===== src/rtl/sar_seq_pkg.sv =====
package sar_seq_pkg;

    typedef enum logic [1:0] {
        ST_IDLE = 2'b00,
        ST_RUN  = 2'b01,
        ST_HOLD = 2'b10
    } seq_state_t;

    typedef struct packed {
        logic fire;
        logic first;
        logic last;
    } step_t;

    // Resolution select decode: 01 -> width-2, 10 -> width-4, else full width.
    function automatic int unsigned res_bits(input logic [1:0] sel, input int unsigned width);
        case (sel)
            2'b01:   return width - 2;
            2'b10:   return width - 4;
            default: return width;
        endcase
    endfunction

endpackage


===== src/rtl/sar_start_sync.sv =====
module sar_start_sync #(
    parameter int STAGES = 2
) (
    input  logic clk,
    input  logic rst,
    input  logic async_in,
    output logic rise_o
);
    logic [STAGES-1:0] chain;
    logic              last_q;

    generate
        for (genvar g = 0; g < STAGES; g++) begin : g_stage
            always_ff @(posedge clk) begin
                if (rst) chain[g] <= 1'b0;
                else if (g == 0) chain[g] <= async_in;
                else chain[g] <= chain[(g == 0) ? 0 : g-1];
            end
        end
    endgenerate

    always_ff @(posedge clk) begin
        if (rst) last_q <= 1'b0;
        else     last_q <= chain[STAGES-1];
    end

    assign rise_o = chain[STAGES-1] & ~last_q;
endmodule


===== src/rtl/sar_bitclk.sv =====
module sar_bitclk #(
    parameter int HALF = 2
) (
    input  logic clk,
    input  logic rst,
    input  logic en,
    input  logic run,
    output logic step_o,
    output logic bclk_o
);
    localparam int CW = $clog2(2 * HALF);
    localparam logic [CW-1:0] CNT_LAST = CW'(2 * HALF - 1);
    localparam logic [CW-1:0] CNT_FALL = CW'(HALF);

    logic [CW-1:0] cnt;
    logic          bclk_q;

    assign step_o = en && run && (cnt == '0);

    always_ff @(posedge clk) begin
        if (rst || !en) begin
            cnt    <= '0;
            bclk_q <= 1'b0;
        end else begin
            if (cnt == CNT_LAST) cnt <= run ? '0 : cnt;
            else                 cnt <= cnt + 1'b1;
            if (step_o)                bclk_q <= 1'b1;
            else if (cnt == CNT_FALL)  bclk_q <= 1'b0;
        end
    end

    assign bclk_o = bclk_q;
endmodule


===== src/rtl/sar_trial_reg.sv =====
module sar_trial_reg
    import sar_seq_pkg::*;
#(
    parameter int WIDTH = 12,
    parameter int IW    = $clog2(WIDTH + 1)
) (
    input  logic             clk,
    input  logic             rst,
    input  step_t            step,
    input  logic [IW-1:0]    idx,
    input  logic             cmp,
    output logic [WIDTH-1:0] q_n
);
    generate
        for (genvar i = 0; i < WIDTH; i++) begin : g_bit
            localparam logic [IW-1:0] DEC_AT   = IW'(WIDTH - i);
            localparam logic [IW-1:0] TRIAL_AT = IW'(WIDTH - 1 - i);
            localparam logic          INIT_V   = (i == WIDTH - 1) ? 1'b0 : 1'b1;
            always_ff @(posedge clk) begin
                if (rst) begin
                    q_n[i] <= 1'b1;
                end else if (step.fire) begin
                    if (step.first)                           q_n[i] <= INIT_V;
                    else if (idx == DEC_AT)                   q_n[i] <= ~cmp;
                    else if (idx == TRIAL_AT && !step.last)   q_n[i] <= 1'b0;
                end
            end
        end
    endgenerate
endmodule


===== src/rtl/sar_seq_top.sv =====
module sar_seq_top
    import sar_seq_pkg::*;
#(
    parameter int WIDTH = 12,
    parameter int HALF  = 2,
    parameter int POST  = 2
) (
    input  logic             clk,
    input  logic             rst,
    input  logic             start_in,
    input  logic [1:0]       res_sel,
    input  logic             cmp_in,
    output logic             busy_o,
    output logic             bit_clk_o,
    output logic [WIDTH-1:0] data_n_o,
    output logic             msb_inv_o
);
    localparam int IW = $clog2(WIDTH + 1);
    localparam int PW = (POST > 1) ? $clog2(POST) : 1;
    localparam logic [PW-1:0] POST_LAST = PW'(POST - 1);

    seq_state_t    state;
    logic [IW-1:0] idx;
    logic [IW-1:0] nbits;
    logic [PW-1:0] pcnt;
    logic          start_rise;
    logic          raw_step;
    logic          clk_en;
    step_t         step;

    sar_start_sync #(.STAGES(2)) u_sync (
        .clk      (clk),
        .rst      (rst),
        .async_in (start_in),
        .rise_o   (start_rise)
    );

    assign clk_en = (state == ST_RUN) || (state == ST_HOLD && pcnt != POST_LAST);

    sar_bitclk #(.HALF(HALF)) u_clk (
        .clk    (clk),
        .rst    (rst),
        .en     (clk_en),
        .run    (state == ST_RUN),
        .step_o (raw_step),
        .bclk_o (bit_clk_o)
    );

    always_comb begin
        step.fire  = raw_step && (state == ST_RUN);
        step.first = (idx == '0);
        step.last  = (idx == nbits);
    end

    sar_trial_reg #(.WIDTH(WIDTH), .IW(IW)) u_reg (
        .clk  (clk),
        .rst  (rst),
        .step (step),
        .idx  (idx),
        .cmp  (cmp_in),
        .q_n  (data_n_o)
    );

    always_ff @(posedge clk) begin
        if (rst) begin
            state <= ST_IDLE;
            idx   <= '0;
            nbits <= IW'(WIDTH);
            pcnt  <= '0;
        end else begin
            case (state)
                ST_IDLE: if (start_rise) begin
                    state <= ST_RUN;
                    idx   <= '0;
                    nbits <= IW'(res_bits(res_sel, WIDTH));
                end
                ST_RUN: if (step.fire) begin
                    if (step.last) begin
                        state <= ST_HOLD;
                        pcnt  <= '0;
                    end else begin
                        idx <= idx + 1'b1;
                    end
                end
                ST_HOLD: begin
                    if (pcnt == POST_LAST) state <= ST_IDLE;
                    else                   pcnt  <= pcnt + 1'b1;
                end
                default: state <= ST_IDLE;
            endcase
        end
    end

    assign busy_o    = (state != ST_IDLE);
    assign msb_inv_o = ~data_n_o[WIDTH-1];

    p_launch_from_edge_r2: assert property (@(posedge clk) disable iff (rst)
        $rose(busy_o) |-> $past(start_rise));

    p_clk_gated_r3: assert property (@(posedge clk) disable iff (rst)
        bit_clk_o |-> busy_o);

    p_data_on_clk_rise_r7: assert property (@(posedge clk) disable iff (rst)
        !$stable(data_n_o) |-> $rose(bit_clk_o));

    p_stable_at_fall_r8: assert property (@(posedge clk) disable iff (rst)
        $fell(busy_o) |-> $stable(data_n_o));

endmodule


===== config.mk =====
export PLATFORM = sky130hd
export DESIGN_NAME = sar_seq_top
export DESIGN_NICKNAME = d
export VERILOG_FILES = /design/src/rtl/sar_seq_pkg.sv /design/src/rtl/sar_start_sync.sv /design/src/rtl/sar_bitclk.sv /design/src/rtl/sar_trial_reg.sv /design/src/rtl/sar_seq_top.sv
export SDC_FILE = /design/constraint.sdc
export NUM_CORES = 1
export LEC_CHECK = 0
export BUFFER_PORTS_ARGS = -buffer_cell sky130_fd_sc_hd__buf_2
export CAP_MARGIN = 30
export CORE_ASPECT_RATIO = 1.4
export CORE_MARGIN = 5
export CORE_UTILIZATION = 45
export DETAILED_ROUTE_END_ITERATION = 7
export HOLD_SLACK_MARGIN = 0.03
export PLACE_DENSITY = 0.63
export SLEW_MARGIN = 20
export SYNTH_ARGS = -nofsm -noshare
export SYNTH_HDL_FRONTEND = slang
export SYNTH_SLANG_ARGS = --single-unit
export TNS_END_PERCENT = 20

===== constraint.sdc =====
create_clock -name clk -period 2.5 [get_ports clk]
set_clock_uncertainty 0.15 [all_clocks]
set_input_delay 0.125 -clock clk [delete_from_list [all_inputs] [get_ports clk]]
set_output_delay 0.125 -clock clk [all_outputs]
set_load 0.1 [all_outputs]

# After elaboration in Yosys (flattened, before gate mapping)

Cells that the tools add are included.

Logic and storage cells: 163
Input bits: 6
Bits in registers: 29
Output and inout bits: 15

Multiplexer cells: 54
Reductions and logical operators: 55
Bitwise gates (word level): 5
Add/subtract/negate cells: 3
Eq/ne operators: 25

Operators by type and width:

| operator                                              | count |
|---|---|
| two-way mux 1 bit                                     | 41 |
| nonzero test 3 bit                                    | 12 |
| AND reduction 2 bit                                   | 13 |
| == test 4 bit, second input constant                  | 5 |
| == test 4 x 3 -> 1 bit, second input constant         | 4 |
| logical AND 1 bit                                     | 16 |
| two-way mux 2 bit                                     | 6 |
| two-way mux 4 bit                                     | 3 |
| == test 2 bit, second input constant                  | 4 |
| == test 4 x 2 -> 1 bit, second input constant         | 2 |
| inequality test 2 bit, second input constant          | 4 |
| one-hot mux 4 bit (2 select lines)                    | 1 |
| AND reduction 4 bit                                   | 2 |
| nonzero test 2 bit                                    | 4 |
| one-hot mux 2 bit (3 select lines)                    | 1 |
| one-hot mux 3 bit (2 select lines)                    | 1 |
| adder 4 x 1 -> 4 bit, second input constant           | 1 |
| == test 2 x 1 -> 1 bit, second input constant         | 2 |
| == test 4 x 1 -> 1 bit, second input constant         | 1 |
| == test 4 bit                                         | 1 |
| zero test 2 bit                                       | 2 |
| zero test 4 bit                                       | 1 |
| inequality test 2 x 1 -> 1 bit, second input constant | 2 |
| inverter 1 bit                                        | 4 |
| 7 further kinds                                       | 9 |

# Logic depth before layout (Yosys ltp)

Gate-level depths: netlist of run 1.

Word-level depth: 8
Mapped depth: 7
Gate-level depth less buffers: 6

# Modules after synthesis

Synthesis of run 1 repeated with hierarchy kept, for this count alone.

Cells, all modules: 155
Area, all modules: 1427.6 sq um

By module, submodules not included:

| module         | area an instance (sq um) | times used | sequential area each (sq um) | cells each |
|---|---|---|---|---|
| sar_trial_reg  | 621.8                    | 1          | 240.2                        | 65 |
| sar_seq_top    | 546.8                    | 1          | 180.2                        | 65 |
| sar_bitclk     | 171.4                    | 1          | 60.1                         | 18 |
| sar_start_sync | 87.6                     | 1          | 60.1                         | 7 |

# Worst setup path before layout of run 1

OpenSTA, ideal clock, no wires.

Path kind: reg-to-output
Start: reg u_reg.q_n[11]
End: out msb_inv_o
Buffers on the path: 0
Cell stages (with the launch flop): 2
Setup slack: 0.592 ns
Data arrival time: 1.633 ns
Required time: 2.225 ns
Cell sequence: dfxtp_1 inv_1

Word-level cells in the longest chain between the ends: 1

RTL lines:

| item                            | RTL line            | source |
|---|---|---|
| start, declared                 | sar_trial_reg.sv:12 | `output logic [WIDTH-1:0] q_n` |
| start signal, assigned by index | sar_trial_reg.sv:24 | `else if (idx == DEC_AT) q_n[i] <= ~cmp;` |
| inverter 1 bit                  | sar_seq_top.sv:95   | `assign msb_inv_o = ~data_n_o[WIDTH-1];` |
| end, declared                   | sar_seq_top.sv:16   | `output logic msb_inv_o` |

No other way between the ends.

# Worst setup path in the final report of run 1

Start: reg u_clk.cnt[0]
End: reg u_reg.q_n[1]

Word-level cells in the longest chain between the ends: 4

RTL lines:

| item                          | RTL line          | source |
|---|---|---|
| start, declared               | sar_bitclk.sv:15  | `logic [CW-1:0] cnt;` |
| start signal, assigned        | sar_bitclk.sv:25  | `if (cnt == CNT_LAST) cnt <= run ? '0 : cnt;` |
| start signal, assigned        | sar_bitclk.sv:26  | `else cnt <= cnt + 1'b1;` |
| zero test 2 bit               | sar_bitclk.sv:18  | `assign step_o = en && run && (cnt == '0);` |
| logical AND 1 bit             | sar_bitclk.sv:18  |  |
| logical AND 1 bit             | sar_seq_top.sv:50 | `step.fire = raw_step && (state == ST_RUN);` |
| AND reduction 2 bit (no line) | n/a               |  |

No other way between the ends.
A chain may end at the register's enable or synchronous reset.

==> results.txt, run 1 <==
The clock drives 27 sinks. Dividing the detail-routed via count by the number of cells gives 5.569. The gate count after technology mapping is roughly 160. The minimum clock period after layout came out at ~1900 ps.

The number of clock buffers added by TritonCTS is 3. The number of global-route vias before repair was 1,188. The sequential cell area fraction in the yosys report came out at 0.3793. The die area came out at ~4400 sq um.

The remaining antenna violation count is 0. The number of placed instances, taps included, is 210. The horizontal die dimension came out at ~58 um. For this run, the post-layout net count is between 150 and 200.

The number of max-cap violations came out at 0. After legalization and detailed placement, the total HPWL measured between 2000 and 2500 um. The critical path required time is 2510 ps. The count of input and output buffers came out at 20.

The final-report hold violation count is 0. Walking the worst path, the cells encountered are inv_1 -> ha_1 -> nand3b_4 -> nor3b_2 -> o21ai_0 -> a211o_1. The portion of the clock cycle consumed by the worst path in the final layout came out at 0.7656. The count of different cell masters after synthesis came out at 47. The flow ran to the end, and the final reports show no timing, DRC or antenna violations. The maximum fanout along the worst path is 5. The slowest stage of the critical path is the sky130_fd_sc_hd__dfxtp_1 cell. For the pin with the worst max-slew slack, the measured transition is 485.7 ps.

The cell family contributing the most delay on the critical path is compound AO/OA/AOI/OAI gates. The clock latency on the worst-skew pair is 270 ps. In this run, the number of DRC markers left after iteration 0 of detailed routing was 56. After floorplanning, the core was divided into 24 placement rows. The number of failing setup endpoints in the final timing report came out at 0. The floorplan step set the die height to 76.59 um. The share of layout cells above drive strength 1 came out at 0.1638.

The arrival time reported for the critical path endpoint is ~1900 ps. The number of levels in the clock H-tree came out at 1. The kind of start point of the critical path is a register. The total buffers and inverters traversed by the critical path is 1. The top cell types in the final layout, fill and taps aside, are 27 x sky130_fd_sc_hd__dfxtp_1, 20 x sky130_fd_sc_hd__buf_2, 12 x sky130_fd_sc_hd__nor2_1. The initial antenna violation count came out at 0. In this run the power density over the cells is around 500 nW/um^2. The count of fill cells added during filler insertion is 289. The max-slew violation count is 0. The leading cell type in the layout, fill and taps excluded is sky130_fd_sc_hd__dfxtp_1. The DRC violation count after routing came out at 0.

The initial utilization of the core area, before any placement, comes to 0.4608. At the end of routability-driven placement, the weighted congestion stood at 0.8595. TritonCTS built the clock tree. STA classifies the critical path endpoint as a register.

The post-cts gate resize count came out at 0. Entering global routing, the biggest net connects 22 pins. Hold repair after CTS inserted 2 buffers. The net count of the mapped netlist came out at 172.

The worst setup path is of the register to register kind. The total via count after detailed routing came out at around 1,200. The I/O pin count came out at 21. The total global routing track utilization is 0.1457. Setup repair after global routing left no endpoint under its margin. The tree is rooted in a sky130_fd_sc_hd__clkbuf_8. The count of yosys warnings during synthesis came out at 0.

The post-detailed-routing wire length came out at 2959 um. The first global-routing pass estimated 5230 um of wire. The post-CTS repair timing setup buffer count is 0.

Across the VDD grid, the largest voltage drop is just under 300 uV. Setup total negative slack on the finished layout was measured at 0 ps. Relative to the synthesized area, the layout overhead comes to 11.76%. The top achievable clock speed came out at roughly 520 MHz.

After the flow finishes, the layout carries non-filler instances totaling 216. The average wire length per cell after detail routing is 13.70 um. The maximum buffer depth of the clock tree came out at 2. The min-delay analysis places its worst path in the category input port to register.

The mean area per synthesized cell came out at approximately 9.0 sq um. The post-synthesis instance area came out at around 1400 sq um. The number of iterations in the first detailed-routing pass is 4. Clock-pin slew was measured on the worst setup and hold paths at approximately 90 ps. The number of flip-flops and latches in the synthesized netlist came out at 27. The diode insertion count for antenna repair came out at 0. The total overflow reported by the global router is 0.

On the worst path, the slowest cell contributes a delay of between 300 and 400 ps. The setup slack on the worst flop-to-flop path came out at between 500 and 600 ps. The core box area came out at between 3000 and 4000 sq um.

The analysis attributes to cell leakage a power of between 0.0005 and 0.0006 uW. The normalized max-slew margin came out at 0.6748.
[report_power, final]
group | switching [uW] | internal, uW | total, uW | leakage (uW)
logic | 71.4 | 29.4 | 101 | 0.000354
registers | 7.03 | 437 | 444 | 0.000219
clock network | 132 | 114 | 246 | 0.0000228
[final timing paths]
kind,cells after the start,endpoint,start
setup reg to reg,6,u_reg.q_n[1]$_SDFFE_PP1P_,u_clk.cnt[0]$_SDFFE_PP0P_
hold reg to reg,1,u_sync.chain[1]$_SDFF_PP0_,u_sync.chain[0]$_SDFF_PP0_
hold / removal,3,nbits[2]$_SDFFE_PP1P_,res_sel[0]
setup / recovery,6,u_reg.q_n[1]$_SDFFE_PP1P_,u_clk.cnt[0]$_SDFFE_PP0P_
[tightest hold or removal path: cells and delay by family]
kind | cells | cell delay, ps
adders and majority gates | 1 | 130
AOI/OAI and AO/OA | 1 | 100
buffers and inverters | 1 | 80
[per-stage QoR]
stage	hold slack [ps]	setup WS [ps]	util	power (uW)	area (sq um)
2_1_floorplan	103.2	592.0	-	536.2	1425
3_3_place_gp	184.7	659.6	0.4939	552.0	1528
3_5_place_dp	202.2	602.2	0.4939	552.9	1528
4_1_cts	35.69	583.5	0.5150	796.9	1593
5_1_grt	50.57	437.3	0.5150	825.7	1593
6_report	34.08	586.0	0.5150	791.0	1593
[cells in the mapped netlist, drive strengths merged]
cell type | number | share of area
o221ai | 1 | 0.0061
a311o | 2 | 0.014
o211ai | 4 | 0.021
or3 | 2 | 0.0088
a31oi | 2 | 0.0088
a221o | 2 | 0.014
and3b | 1 | 0.0061
or2 | 2 | 0.0088
a21oi | 6 | 0.021
o22ai | 2 | 0.0088
o31ai | 1 | 0.0053
o2111ai | 1 | 0.0061
o21ai | 8 | 0.028
nor3 | 4 | 0.014
o21a | 1 | 0.0053
ha | 8 | 0.070
o311ai | 2 | 0.012
clkbuf | 2 | 0.0053
a211oi | 1 | 0.0053
nand3b | 3 | 0.025
inv | 9 | 0.024
and2b | 2 | 0.011
a22oi | 1 | 0.0053
nand3 | 12 | 0.046
nor2 | 12 | 0.032
xnor2 | 2 | 0.012
dfxtp | 27 | 0.38
o21ba | 1 | 0.0070
and3 | 2 | 0.0088
a21o | 1 | 0.0053
buf | 5 | 0.027
a211o | 3 | 0.018
nor3b | 2 | 0.014
nand2 | 6 | 0.016
nand4 | 2 | 0.0088
nor2b | 5 | 0.022
xor2 | 1 | 0.0061
nand2b | 6 | 0.026
mux2i | 3 | 0.021
nor4b | 1 | 0.017
[sequential cells by signal, summed over array words and instances, names as in the netlist]
name,flops
idx,4
u_sync.last_q,1
u_sync.chain,2
state,2
pcnt,1
u_clk.bclk_o,1
u_clk.cnt,2
nbits,2
u_reg.q_n,12
[final cells by class]
class                           count  area, sq um  area share
Inverter                            9        33.78     0.02121
Tap cell                           39        48.80     0.03064
Timing Repair Buffer               22        120.1     0.07541
Multi-Input combinational cell    115        804.5      0.5051
Clock buffer                        4        45.04     0.02828
Sequential cell                    27        540.5      0.3394
[logic make-up after synthesis]
family                     count (synthesis)  share of synthesized area
adders and majority gates                  8                    0.07024
AOI/OAI and AO/OA                         39                     0.1923
buffers and inverters                     16                    0.05618
muxes                                      3                    0.02107
DFF                                       27                     0.3793
and+or+nand+nor                           62                     0.2625
xor gates and xnor gates                   3                    0.01844
[layer usage]
layer	track usage	wire (um)	vias to the layer above
li1	-	-	610
met1	0.1713	1255	542
met2	0.2489	1455	41
met3	0.02203	145	10
met4	0.07193	102	0
met5	0	0	-
(Power assumes the default switching activity.)
==> run 2, diff against run 1 <==
clock period = 2 ns   (was 2.5 ns; I/O delays follow)
==> run 2 against run 1 <==
  * Flip-flop and latch count unchanged
  * Critical endpoint is now u_reg.q_n[11]$_SDFFE_PP1P_
  * Combinational power is 32% higher
  * Global-route usage up 0.56 points
  * Largest cell class unchanged
==> results.txt, run 2 (synthesis gave the netlist of run 1 again) <==
The run finished with clean final reports. The fraction of the core area covered by cells at the end of the flow is 0.5295. Dividing total power by cell area gives a power density of 616.6 nW/um^2. The maximum fanout along the worst path is 6. The maximum buffer depth of the clock tree is 2. The post-detailed-routing wire length is ~3200 um. STA classifies the critical path endpoint as a register.

The routed layout has approximately 1,200 vias. Leaving out fill and tap cells, the most frequent cell in the layout is sky130_fd_sc_hd__dfxtp_1. The share of total power dissipated in sequential elements is 0.550. The number of max-cap violations came out at 0. The pin slew with the least headroom to its limit came out at 487.5 ps. Setup repair after global routing left no endpoint under its margin. The setup TNS after final layout came out at 0 ps. The clock tree from TritonCTS is built. The global-route wire length before repair is 5382 um.

The share of layout cells above drive strength 1 came out at 0.1944. The part of the power in the clock network is 0.318. The total internal power is roughly 730 uW. The via count normalized by instance count is 5.639. The minimum hold slack is between 50 and 60 ps.

The library cells used most frequently in the layout, excluding fill and tap cells, are 27 x sky130_fd_sc_hd__dfxtp_1, 20 x sky130_fd_sc_hd__buf_2, 12 x sky130_fd_sc_hd__nor2_1. The DRC violation count after routing came out at 0. The worst setup path category is register to register. Compared with the post-synthesis result, the final layout area differs by 14.93%.

The largest register by flop count is u_reg.q_n. The number of levels in the clock H-tree came out at 1. The count of nets left with antenna violations once routing finished came out at 0. The die area is around 4400 sq um. The average wire length per cell after detail routing is ~15 um. The final-report hold violation count is 0.

The largest registers in the layout are u_reg.q_n (12), idx (4). The power spent charging and discharging nets is 280.7 uW. The total power of the final layout came out at ~1000 uW.

The number of clock buffers inserted by TritonCTS is 3. The flip-flop and latch area came out at ~540 sq um. The clock latency on the worst-skew pair is ~270 ps. The maximum number of pins on one net before global-route repair is 22. The worst path setup slack after routing came out at ~140 ps. The portion of the clock cycle consumed by the worst path in the final layout is 0.9293.

The initial antenna violation count is 0. For this design the static power due to leakage is slightly above 0.0006 uW. The violation count after the first detailed-routing iteration came out at 35. The count of fill cells added during filler insertion is 285. Setup violations remaining at the end of the flow were counted as 0.

The weighted congestion at the end of routability-driven global placement came out at roughly 0.84. The number of global-route vias before repair is approximately 1,200. The I/O pin count is 21. Clock-pin slew was measured on the worst setup and hold paths at around 100 ps.

The switching power share of the total is 0.2780. The site row count came out at 24. The repair_antennas step left the layout with diodes totalling 0. Of the total power, combinational logic draws 0.132. The height of the die is 76.59 um. The initial core utilization came out at 0.4608. CTS saw 27 sinks.

The HPWL after detailed placement is approximately 2500 um. The core box area is a little over 3000 sq um. The max-slew violation count came out at 0. The arrival time reported for the critical path endpoint is between 1500 and 2000 ps.

The multi-input logic area is 820.8 sq um. The count of buffers added on input and output ports is 20. OpenSTA, run right after detailed placement, puts the worst setup slack at around 94 ps.

The minimum clock period after layout is ~1900 ps. The root buffer cell is sky130_fd_sc_hd__clkbuf_8. The tightest min-delay check is of the input port to register type. The horizontal die dimension is approximately 58 um. The total overflow reported by the global router came out at 0. The final layout contains 195 nets. The critical path required time came out at 2020 ps. The total global routing track utilization is 0.1513. The normalized max-slew margin came out at 0.6773. The largest vdd supply drop came out at between 200 and 300 uV. The kind of start point of the critical path is a register. The number of iterations in the first detailed-routing pass came out at 4. The top achievable clock speed is between 500 and 600 MHz. The flip-flop count of the largest register after layout came out at 12.
[run 2: cell types whose count changed in the layout (fill, tap and decap cells not counted)]
cell / previous run / this run
sky130_fd_sc_hd__clkinvlp_4: 0 / 1
sky130_fd_sc_hd__nor3_2: 0 / 1
sky130_fd_sc_hd__nor3b_4: 0 / 1
sky130_fd_sc_hd__nor3b_2: 1 / 0
sky130_fd_sc_hd__buf_4: 0 / 2
sky130_fd_sc_hd__ha_1: 8 / 6
sky130_fd_sc_hd__nor3_1: 4 / 3
sky130_fd_sc_hd__clkbuf_1: 1 / 0
sky130_fd_sc_hd__ha_2: 0 / 2
sky130_fd_sc_hd__dlygate4sd3_1: 2 / 3
[run 2: timing repair]
item                                   4_1_cts  5_1_grt
setup endpoints to repair                    0        5
resized for setup                            0        4
setup buffers                                0        0
endpoints found under the hold margin        4        0
hold buffers                                 3        0
[run 2: through the flow]
stage / cell area [sq um] / std cells
after floorplan: 1425 / 158
after global placement: 1543 / 212
after detailed placement: 1543 / 212
after CTS: 1622 / 219
after global routing: 1638 / 219
final: 1638 / 219
[run 2: final cells by class]
class | count | area share
clock inverter | 1 | 0.004584
clock buffer | 3 | 0.02521
timing repair buffer | 25 | 0.08862
tap | 39 | 0.02979
multi-input combinational | 115 | 0.5011
sequential | 27 | 0.3300
inverter | 9 | 0.02063
[run 2: power by group through the flow]
stage	logic, uW	registers [uW]	clock network [uW]
2_1_floorplan	85.0	585	0
3_3_place_gp	126	568	0
3_5_place_dp	128	568	0
4_1_cts	133	556	329
5_1_grt	144	557	347
6_report	133	555	321
[run 2: layer usage]
layer	GRT usage	part of all wire	up-vias
met5	0	0	-
met3	0.02373	0.035	6
li1	-	-	613
met4	0.06032	0.016	0
met1	0.1646	0.42	591
met2	0.2794	0.53	25
[run 2: critical path: stages (launching register included)]
cell	delay [ps]
sky130_fd_sc_hd__dfxtp_1	330
sky130_fd_sc_hd__inv_1	120
sky130_fd_sc_hd__ha_2	260
sky130_fd_sc_hd__nand3b_4	110
sky130_fd_sc_hd__nand2b_1	260
sky130_fd_sc_hd__o21a_1	230
sky130_fd_sc_hd__a311o_1	300
[run 2: final timing paths]
kind	from	to	slack [ps]	depth (start not counted)
worst max register to register	u_clk.cnt[0]$_SDFFE_PP0P_	u_reg.q_n[11]$_SDFFE_PP1P_	140	6
worst min-delay path	res_sel[1]	nbits[2]$_SDFFE_PP1P_	60	4
worst min register to register	u_sync.chain[0]$_SDFF_PP0_	u_sync.chain[1]$_SDFF_PP0_	310	1
worst max-delay path	u_clk.cnt[0]$_SDFFE_PP0P_	u_reg.q_n[11]$_SDFFE_PP1P_	140	6
==> run 3, diff against run 2 <==
clock period = 2.3 ns   (was 2 ns; I/O delays follow)
==> run 3 against run 2 <==
  * First-iteration DRC count is 31% lower
  * Non-clock buffer count is 2 lower
  * Final cell count is 0.91% lower
  * Sequential share of layout area is 0.75 points higher
  * Critical path type unchanged
  * Critical endpoint is now u_reg.q_n[3]$_SDFFE_PP1P_
==> results.txt, run 3 (synthesis gave the netlist of run 1 again) <==
The power density of the placed cells is between 500 and 600 nW/um^2. At the end of the flow the core is filled with cells to 0.5178. The horizontal die dimension came out at ~58 um. The worst path setup slack after routing is between 300 and 400 ps.

The top cell types in the final layout, fill and taps aside, are 27 x sky130_fd_sc_hd__dfxtp_1, 20 x sky130_fd_sc_hd__buf_2, 12 x sky130_fd_sc_hd__nor2_1. The worst setup path is captured at a register. The post-detailed-routing wire length is about 3200 um. Of the total power, the clock network draws 0.311.

The via count normalized by instance count is roughly 5.6. The number of max-cap violations is 0. The floorplan step defined a die boundary enclosing 4408 sq um.

The number of iterations in the first detailed-routing pass is 4. In the final layout, the share of cells above drive strength 1 is 0.1742. The I/O pin count came out at 21. The run finished with clean final reports. The DRC violation count after routing is 0.

At the pin with the least slew margin, the transition time is 489.4 ps. The static leakage power is about 0.00060 uW. The area added between synthesis and finish is 12.38%. Setup repair after global routing left no endpoint under its margin. The number of levels in the clock H-tree came out at 1. The kind of start point of the critical path is a register. Counting flops per register, the top entry is u_reg.q_n. At the end of routability-driven placement, the weighted congestion stood at around 0.86.

After clock tree synthesis, the clock-pin slew on the worst setup and hold paths is roughly 90 ps. The tree is rooted in a sky130_fd_sc_hd__clkbuf_8. The HPWL after detailed placement is around 2500 um. The flip-flop count of the largest register after layout is 12. The worst hold-check path type is input port to register. The maximum number of pins on one net before global-route repair came out at 22.

The number of failing setup endpoints in the final timing report came out at 0. Data on the critical path is required at its endpoint by around 2300 ps. The total overflow reported by the global router came out at 0. The height of the die came out at around 77 um. The maximum fanout along the worst path came out at 5. The power spent charging and discharging nets came out at approximately 230 uW. The average wire length per cell after detail routing is ~15 um. The max-slew violation count is 0. The minimum clock period after layout came out at 1943 ps. The count of input and output buffers came out at 20.

The top achievable clock speed is 514.7 MHz. Of the total power, the share spent switching nets is 0.2707. The clock latency on the worst-skew pair is around 270 ps. The largest registers in the layout are u_reg.q_n (12), idx (4).

The site row count is 24. The number of nets in the layout came out at about 190. The clock sink count came out at 27.

After layout, the design draws a total of roughly 860 uW. At the worst endpoint, the arrival time is 1960 ps. In this run the remaining antenna-violating nets after routing total 0.

The worst setup path category is register to register. The sequential share of power is 0.559. The number of global-route vias before repair was roughly 1,200.

The first global-routing pass estimated approximately 5500 um of wire. The violation count after the first detailed-routing iteration is 24. The count of fill cells added during filler insertion came out at around 300. The final-report hold violation count is 0. For this configuration, the core starts out at a cell density of 0.4608. The share of total power dissipated in combinational logic is 0.130.

The setup TNS after final layout came out at 0 ps. TritonCTS built the clock tree. The core box area came out at around 3100 sq um. The repair_antennas step left the layout with diodes totalling 0.

The worst slack at placement came out at between 400 and 500 ps. Leaving out fill and tap cells, the most frequent cell in the layout is sky130_fd_sc_hd__dfxtp_1. Summing over every cut layer, the via total after detailed routing is approximately 1,200. The normalized max-slew margin is 0.6723. The initial antenna violation count came out at 0. No sink is reached through more buffers than the 2 on the longest clock path.

The total global routing track utilization came out at 0.1521. The total internal power came out at 629.9 uW. The number of clock buffers inserted by TritonCTS came out at 3. In the finished design, the share of the clock period the worst path needs comes to 0.8447. The largest vdd supply drop came out at 274.5 uV.
run 3: cell types whose count changed in the layout (fill, tap and decap cells not counted):
cell and delta:
sky130_fd_sc_hd__nor3_1 +1, sky130_fd_sc_hd__ha_1 +2, sky130_fd_sc_hd__clkinvlp_4 -1, sky130_fd_sc_hd__nor3_2 -1, sky130_fd_sc_hd__nor3b_4 -1, sky130_fd_sc_hd__clkinv_2 +1
sky130_fd_sc_hd__ha_2 -2, sky130_fd_sc_hd__buf_4 -1, sky130_fd_sc_hd__nor3b_2 +1, sky130_fd_sc_hd__dlygate4sd3_1 -1
run 3: timing repair:
| item | 4_1_cts | 5_1_grt |
|---|---|---|
| hold buffers | 2 | 0 |
| buffers inserted | 0 | 0 |
| endpoints found under the hold margin | 2 | 0 |
| gates resized for setup | 0 | 0 |
run 3: worst max-delay path, stage by stage, from the launching register on:
cell                       delay (ps)
sky130_fd_sc_hd__dfxtp_1          330
sky130_fd_sc_hd__inv_1            110
sky130_fd_sc_hd__ha_1             290
sky130_fd_sc_hd__nand3b_4         110
sky130_fd_sc_hd__nor3b_2          320
sky130_fd_sc_hd__o21ai_0          160
sky130_fd_sc_hd__a221o_1          370
run 3: power by group through the flow:
stage / sequential [uW] / clock (uW) / combinational (uW)
finish: 483 / 268 / 113
global placement: 494 / 0 / 108
detailed placement: 494 / 0 / 110
floorplan: 509 / 0 / 73.9
CTS: 483 / 273 / 113
global route: 485 / 296 / 122
run 3: per-stage QoR:
step	instances	hold WS, ps	instance area, sq um
global placement	211	175.7	1535
detailed placement	211	178.4	1535
CTS	217	36.75	1602
finish	217	29.61	1602
floorplan	158	93.18	1425
global route	217	56.72	1602
run 3: final cells by class:
type                            count  area [sq um]  share of cell area
Multi-Input combinational cell    115         804.5              0.5023
Sequential cell                    27         540.5              0.3375
Timing Repair Buffer               23         127.6             0.07969
Tap cell                           39         48.80             0.03047
Clock buffer                        3         41.29             0.02578
Inverter                            9         33.78             0.02109
Clock inverter                      1         5.005            0.003125
run 3: path summary, 6_finish.rpt:
path,start,end,slack (ps),cells past startpoint
setup / recovery,u_clk.cnt[0]$_SDFFE_PP0P_,u_reg.q_n[3]$_SDFFE_PP1P_,360,6
hold reg to reg,u_sync.chain[0]$_SDFF_PP0_,u_sync.chain[1]$_SDFF_PP0_,290,1
hold / removal,res_sel[0],nbits[2]$_SDFFE_PP1P_,30,3
setup reg to reg,u_clk.cnt[0]$_SDFFE_PP0P_,u_reg.q_n[3]$_SDFFE_PP1P_,360,6
run 3: metal layers:
metal / global-route usage / wire length [um] / vias up
met5: 0 / 0 / -
met4: 0.05800 / 50 / 0
met3: 0.02712 / 132 / 4
met2: 0.2704 / 1694 / 25
met1: 0.1743 / 1334 / 572
li1: - / - / 610
